<file path="config.mk">
export PLATFORM = sky130hd
export DESIGN_NAME = simd_lane_alu
export DESIGN_NICKNAME = d
export VERILOG_FILES = /design/src/rtl/simd_alu_pkg.sv /design/src/rtl/simd_seg_adder.sv /design/src/rtl/simd_logic_unit.sv /design/src/rtl/simd_alu_ctrl.sv /design/src/rtl/simd_lane_alu.sv
export SDC_FILE = /design/constraint.sdc
export NUM_CORES = 2
export LEC_CHECK = 0
export BUFFER_PORTS_ARGS = -buffer_cell sky130_fd_sc_hd__buf_2
export CAP_MARGIN = 40
export CORE_ASPECT_RATIO = 0.6
export CORE_MARGIN = 4
export CORE_UTILIZATION = 41
export DETAILED_ROUTE_END_ITERATION = 8
export SYNTH_ARGS = -nofsm -noshare
export SYNTH_HDL_FRONTEND = slang
export SYNTH_SLANG_ARGS = --single-unit
</file>
<file path="constraint.sdc">
create_clock -name clk -period 55.3 [get_ports clk]
set_input_delay 2.765 -clock clk [delete_from_list [all_inputs] [get_ports clk]]
set_output_delay 2.765 -clock clk [all_outputs]
set_load 0.05 [all_outputs]
</file>
<file path="src/rtl/simd_alu_pkg.sv">
package simd_alu_pkg;

    localparam int OP_W = 3;
    localparam int LW_W = 3;

    typedef enum logic [OP_W-1:0] {
        OPC_ADD  = 3'd0,
        OPC_SUB  = 3'd1,
        OPC_AND  = 3'd2,
        OPC_OR   = 3'd3,
        OPC_XOR  = 3'd4,
        OPC_MOVE = 3'd5,
        OPC_RSV6 = 3'd6,
        OPC_RSV7 = 3'd7
    } alu_op_e;

    typedef enum logic {
        ST_IDLE  = 1'b0,
        ST_UPPER = 1'b1
    } split_state_e;

    function automatic logic is_arith(input logic [OP_W-1:0] op);
        return (op == OPC_ADD) || (op == OPC_SUB);
    endfunction

endpackage

</file>
<file path="src/rtl/simd_seg_adder.sv">
module simd_seg_adder
    import simd_alu_pkg::*;
#(
    parameter int W = 64
) (
    input  logic [W-1:0]    a,
    input  logic [W-1:0]    b,
    input  logic            sub,
    input  logic [LW_W-1:0] lw,
    input  logic            chain_en,
    input  logic            chain_cin,
    output logic [W-1:0]    sum,
    output logic            cout
);
    localparam int IW = $clog2(W) + 1;

    logic [IW-1:0] lane_mask;
    logic          c;
    logic          bb;

    // low bits of a position that must be zero at the first bit of a lane
    assign lane_mask = (IW'(1) << lw) - IW'(1);

    always_comb begin
        c   = chain_en ? chain_cin : sub;
        bb  = 1'b0;
        sum = '0;
        for (int i = 0; i < W; i++) begin
            if ((i != 0) && ((IW'(i) & lane_mask) == '0)) begin
                c = sub;
            end
            bb     = b[i] ^ sub;
            sum[i] = a[i] ^ bb ^ c;
            c      = (a[i] & bb) | (a[i] & c) | (bb & c);
        end
        cout = c;
    end

endmodule

</file>
<file path="src/rtl/simd_logic_unit.sv">
module simd_logic_unit
    import simd_alu_pkg::*;
#(
    parameter int W = 128
) (
    input  logic [OP_W-1:0] op,
    input  logic [W-1:0]    a,
    input  logic [W-1:0]    b,
    output logic [W-1:0]    y
);
    always_comb begin
        unique case (alu_op_e'(op))
            OPC_AND:  y = a & b;
            OPC_OR:   y = a | b;
            OPC_XOR:  y = a ^ b;
            OPC_MOVE: y = a;
            default:  y = '0;
        endcase
    end

endmodule

</file>
<file path="src/rtl/simd_alu_ctrl.sv">
module simd_alu_ctrl
    import simd_alu_pkg::*;
(
    input  logic clk,
    input  logic rst_n,
    input  logic in_valid,
    input  logic wide_req,
    output logic in_ready,
    output logic accept,
    output logic start_wide,
    output logic finish_wide
);
    split_state_e state_q, state_d;

    always_ff @(posedge clk or negedge rst_n) begin
        if (!rst_n) state_q <= ST_IDLE;
        else        state_q <= state_d;
    end

    always_comb begin
        state_d     = state_q;
        in_ready    = 1'b0;
        accept      = 1'b0;
        start_wide  = 1'b0;
        finish_wide = 1'b0;
        unique case (state_q)
            ST_IDLE: begin
                in_ready = 1'b1;
                accept   = in_valid;
                if (in_valid && wide_req) begin
                    start_wide = 1'b1;
                    state_d    = ST_UPPER;   // T_WIDE_START
                end
            end
            ST_UPPER: begin
                finish_wide = 1'b1;
                state_d     = ST_IDLE;       // T_WIDE_END
            end
            default: state_d = ST_IDLE;
        endcase
    end

    AST_UPPER_BLOCKS_INPUT: assert property (@(posedge clk) disable iff (!rst_n)
        start_wide |=> (!in_ready && finish_wide)) else $error("ctrl");

endmodule

</file>
<file path="src/rtl/simd_lane_alu.sv">
module simd_lane_alu
    import simd_alu_pkg::*;
#(
    parameter int DATA_W = 128
) (
    input  logic              clk,
    input  logic              rst_n,
    input  logic              in_valid,
    output logic              in_ready,
    input  logic [OP_W-1:0]   in_op,
    input  logic [LW_W-1:0]   in_lw,
    input  logic [DATA_W-1:0] in_a,
    input  logic [DATA_W-1:0] in_b,
    output logic              out_valid,
    output logic [DATA_W-1:0] out_result
);
    localparam int HALF_W = DATA_W / 2;
    localparam logic [LW_W-1:0] FULL_LW = LW_W'($clog2(DATA_W));

    logic              wide_req, accept, start_wide, finish_wide;
    logic              is_sub;
    logic [HALF_W-1:0] lo_sum, hi_sum;
    logic              lo_cout, hi_cout;
    logic [DATA_W-1:0] logic_y;

    // held state for the second half of a split add
    logic [HALF_W-1:0] a_hi_q, b_hi_q, lo_res_q;
    logic              sub_q, carry_q;

    logic [HALF_W-1:0] hi_a, hi_b;
    logic              hi_sub;
    logic [LW_W-1:0]   hi_lw;

    assign is_sub   = (in_op == OPC_SUB);
    assign wide_req = is_arith(in_op) && (in_lw == FULL_LW);

    simd_alu_ctrl u_ctrl (
        .clk         (clk),
        .rst_n       (rst_n),
        .in_valid    (in_valid),
        .wide_req    (wide_req),
        .in_ready    (in_ready),
        .accept      (accept),
        .start_wide  (start_wide),
        .finish_wide (finish_wide)
    );

    simd_seg_adder #(.W(HALF_W)) u_add_lo (
        .a         (in_a[HALF_W-1:0]),
        .b         (in_b[HALF_W-1:0]),
        .sub       (is_sub),
        .lw        (in_lw),
        .chain_en  (1'b0),
        .chain_cin (1'b0),
        .sum       (lo_sum),
        .cout      (lo_cout)
    );

    always_comb begin
        if (finish_wide) begin
            hi_a   = a_hi_q;
            hi_b   = b_hi_q;
            hi_sub = sub_q;
            hi_lw  = FULL_LW;
        end else begin
            hi_a   = in_a[DATA_W-1:HALF_W];
            hi_b   = in_b[DATA_W-1:HALF_W];
            hi_sub = is_sub;
            hi_lw  = in_lw;
        end
    end

    simd_seg_adder #(.W(HALF_W)) u_add_hi (
        .a         (hi_a),
        .b         (hi_b),
        .sub       (hi_sub),
        .lw        (hi_lw),
        .chain_en  (finish_wide),
        .chain_cin (carry_q),
        .sum       (hi_sum),
        .cout      (hi_cout)
    );

    simd_logic_unit #(.W(DATA_W)) u_logic (
        .op (in_op),
        .a  (in_a),
        .b  (in_b),
        .y  (logic_y)
    );

    always_ff @(posedge clk or negedge rst_n) begin
        if (!rst_n) begin
            a_hi_q   <= '0;
            b_hi_q   <= '0;
            lo_res_q <= '0;
            sub_q    <= 1'b0;
            carry_q  <= 1'b0;
        end else if (start_wide) begin
            a_hi_q   <= in_a[DATA_W-1:HALF_W];
            b_hi_q   <= in_b[DATA_W-1:HALF_W];
            lo_res_q <= lo_sum;
            sub_q    <= is_sub;
            carry_q  <= lo_cout;
        end
    end

    always_ff @(posedge clk or negedge rst_n) begin
        if (!rst_n) begin
            out_valid  <= 1'b0;
            out_result <= '0;
        end else begin
            out_valid <= (accept && !wide_req) || finish_wide;
            if (finish_wide) begin
                out_result <= {hi_sum, lo_res_q};
            end else if (accept && !wide_req) begin
                if (is_arith(in_op)) out_result <= {hi_sum, lo_sum};
                else                 out_result <= logic_y;
            end
        end
    end

    AST_SHORT_LATENCY: assert property (@(posedge clk) disable iff (!rst_n)
        (in_valid && in_ready && !wide_req) |=> (out_valid && in_ready)) else $error("short");
    AST_WIDE_GAP: assert property (@(posedge clk) disable iff (!rst_n)
        (in_valid && in_ready && wide_req) |=> (!out_valid && !in_ready)) else $error("gap");
    AST_WIDE_DONE: assert property (@(posedge clk) disable iff (!rst_n)
        (!in_ready) |=> (out_valid && in_ready)) else $error("done");
    AST_NO_SPURIOUS: assert property (@(posedge clk) disable iff (!rst_n)
        (in_ready && !in_valid) |=> !out_valid) else $error("spurious");
    AST_RESERVED_ZERO: assert property (@(posedge clk) disable iff (!rst_n)
        (in_valid && in_ready && (in_op == OPC_RSV6 || in_op == OPC_RSV7)) |=> (out_result == '0)) else $error("rsv");
    AST_HOLD_RESULT: assert property (@(posedge clk) disable iff (!rst_n)
        (in_ready && !in_valid) |=> $stable(out_result)) else $error("hold");

endmodule

</file>
==> results.cfg <==
[hold_path]
hold_path_class = flip-flop to flip-flop

[floorplanning]
io_pins = 395
die-area_um2 = 73700
rows = 74
die-height_um = 212
die_w_um = 348
coreArea_um2 = 68300
start_util_pct = 41.6

[clock_network]
cts.clk_slew.worst_paths_ps = 60
cts-resized-gates = 0
clockBufferDepth = 3
htree_levels = 2
cts_tree = done
clock-sinks = 324
cts-buffers-inserted = 38
root_buffer = clkbuf_16
cts_hold_buf = 0
post_cts_buffers = 0
clock_latency_ps = 570

[yosys]
synth_cells = 3088
synthTopCellsByArea = dfrtp_1 (29%), ha_1 (11%), fa_1 (8.9%), mux2i_1 (7.9%), o21ai_2 (4.7%)
syn-num-nets = 3739
synth_top_flop_cell = dfrtp_1
synth_cell_type_count = 55
ys_warn_count = 0
synth_top_area_cell = dfrtp_1
seq_area_frac_synth_pct = 28.5
ys_async_sr_fraction_pct = 100
synth_enable_flop_cells = 0
yosysTopAreaCellShare_pct = 28.5
ys_seq_elements = 324
syn-cell-area_um2 = 28400
syn_area_per_cell_um2 = 9.20

[placed_design]
dpl.hpwl_um = 69100
place_area_um2 = 31000
port_buffers = 394
gp_congestion = 0.857

[layout]
multi_input_area_um2 = 18100
fillers = 6537
final_area_um2 = 32400
regArea_um2 = 8110
area_growth_pct = 14.0
drive_above_1_share_pct = 22.0
nets = 4005

[global_route]
antenna_found_initial = 36
grt_usage_pct = 25.8
grt_overflow = 0
grt_first_pass_wirelength_um = 145000
grt_max_degree = 85
grt_pass1_vias = 22586

[setup_path]
crit_slowest_cell = buf_4
path_buf_inv = 4
crit_type = input pin to flip-flop
arrival_ps = 45580
cp_slowest_stage_delay_ps = 640
crit_path_max_fanout = 49
worst_path_most_repeated_cell = fa_1
cp.required_ps = 55740
crit_path_end_kind = flip-flop
crit_family = adder cells
start_kind = input pin

[sta]
rsz0062_at_grt = false
finalClockSkew_ps = 16.1
post-route-period-util_pct = 81.6
final_max_slew_viol_count = 0
slew_headroom_pct = 38.4
clock.fmax_ghz = 0.0222
setup_tns_ps = 0
tightest_slew_ps = 923
hold_viol = 0
finalCriticalPeriod_ps = 45130
setup_viol_count_final = 0

[routing]
dr.pass1.iters = 5
final_antenna_net_count = 0
viasPerCell = 5.44
drt_iter0_markers = 1761
wire_per_inst_um = 22.4
drt_wl_total_um = 96400
drc_errors = 0
vias = 23421

[pwr]
p_leak_nw = 15.0
ir_drop_v = 0.0000188
powerDensity_nw_per_um2 = 27.8

[run]
maxCapViolCount = 0

[outcome]
outcome = finished, final reports clean
-- path summary, 6_finish.rpt --
| check | from | endpoint | slack (ps) | depth (start not counted) |
|---|---|---|---|---|
| setup / recovery | in_op[2] | out_result[127]$_DFFE_PN0P_ | 10170 | 155 |
| min in group asynchronous | rst_n | out_result[41]$_DFFE_PN0P_ | 2160 | 1 |
| max in group asynchronous | rst_n | a_hi_q[38]$_DFFE_PN0P_ | 51370 | 3 |
| hold / removal | b_hi_q[37]$_DFFE_PN0P_ | b_hi_q[37]$_DFFE_PN0P_ | 470 | 2 |
| setup reg to reg | u_ctrl.state_q$_DFF_PN0_ | out_result[127]$_DFFE_PN0P_ | 11660 | 153 |
| hold reg to reg | b_hi_q[37]$_DFFE_PN0P_ | b_hi_q[37]$_DFFE_PN0P_ | 470 | 2 |
-- per-stage QoR --
| stage | hold slack (ps) | std cells | utilization [%] | setup slack (ps) | total power, mW |
|---|---|---|---|---|---|
| 2_1_floorplan | 446 | 3088 | - | 13180 | 0.525 |
| 3_3_place_gp | 460 | 4213 | 45.0 | 10340 | 0.620 |
| 3_5_place_dp | 465 | 4226 | 45.4 | 9790 | 0.624 |
| 4_1_cts | 478 | 4293 | 47.3 | 10150 | 0.906 |
| 5_1_grt | 488 | 4304 | 47.4 | 8050 | 0.953 |
| 6_report | 475 | 4308 | 47.4 | 10170 | 0.899 |
-- state kept, by name, indices dropped and copies added, names as in the netlist --
name	count
out_result	128
b_hi_q	64
out_valid	1
a_hi_q	64
lo_res_q	64
carry_q	1
u_ctrl.state_q	1
sub_q	1
-- worst register-to-register path: cells and delay by family, from the launching register on --
kind,cells,cell delay (ps)
adders and majority gates,63,26850
DFF,1,820
buffers and inverters,3,1520
and+or+nand+nor,19,1890
xor gates and xnor gates,2,470
AOI/OAI and AO/OA,55,8780
muxes,11,3190
-- logic make-up after synthesis --
family | Yosys count | share of synthesized area (%)
and+or+nand+nor | 599 | 8.69
DFF | 324 | 28.5
adders and majority gates | 386 | 20.3
muxes | 271 | 9.75
AOI/OAI and AO/OA | 872 | 20.6
buffers and inverters | 503 | 7.99
xor gates and xnor gates | 133 | 4.10
-- cells in the final DEF, fill, tap and decap left out, types with 5 or more instances in the layout --
cell type  count
a211oi_1      46
a21o_1        20
a21oi_1      159
a22oi_1       12
a2bb2oi_1     30
a31oi_1       21
and3_1         5
buf_16         7
buf_2        392
buf_4         54
clkbuf_16     41
clkbuf_8      11
clkinv_2       7
dfrtp_1      323
diode_2       15
fa_1         126
ha_1         260
inv_1        269
mux2_2        46
mux2i_1      225
nand2_1      342
nand3_1        6
nand4_1       21
nor2_1       176
nor2b_1       23
o211ai_1      18
o21a_1        77
o21ai_0      173
o21ai_1       42
o21ai_2      154
o221ai_1      47
o22a_1        15
o22ai_1       43
xnor2_1      128
-- Yosys cell counts, types with 15 or more instances --
| cell type | count |
|---|---|
| buf_1 | 19 |
| nor2_1 | 177 |
| buf_6 | 38 |
| ha_1 | 260 |
| xnor2_1 | 129 |
| a21oi_1 | 159 |
| a211oi_1 | 46 |
| o221ai_1 | 47 |
| buf_2 | 74 |
| a31oi_1 | 21 |
| mux2i_1 | 225 |
| nand2_1 | 343 |
| fa_1 | 126 |
| nor2b_1 | 24 |
| a21o_1 | 20 |
| o21ai_1 | 42 |
| o22a_1 | 15 |
| o21a_1 | 78 |
| dfrtp_1 | 324 |
| a2bb2oi_1 | 30 |
| o21ai_0 | 173 |
| nand4_1 | 21 |
| o211ai_1 | 18 |
| o22ai_1 | 43 |
| inv_1 | 269 |
| o21ai_2 | 154 |
| clkbuf_1 | 99 |
| mux2_2 | 46 |
-- per-layer routing --
layer  up-vias  global-route usage (%)  wire length, um
met2       802                    36.2            39500
met4        36                    6.66             2280
met3       187                    8.31             9150
li1      11109                       -                -
met5         -                       0              226
met1     11287                    37.9            45200
-- where the power goes --
part | total (mW) | switching, mW | internal (mW)
combinational | 0.312 | 0.200 | 0.112
sequential | 0.309 | 0.0267 | 0.283
clock | 0.277 | 0.114 | 0.163
total | 0.899 | 0.341 | 0.558
-- area by class of cell --
type / instances / area share (%)
Multi-Input combinational cell: 2261 / 55.9
Sequential cell: 324 / 25.0
Timing Repair Buffer: 458 / 8.18
Clock buffer: 56 / 3.68
Tap cell: 912 / 3.52
Inverter: 271 / 3.14
Clock inverter: 11 / 0.410
Antenna cell: 15 / 0.116
Power figures use the tool's default switching activity.
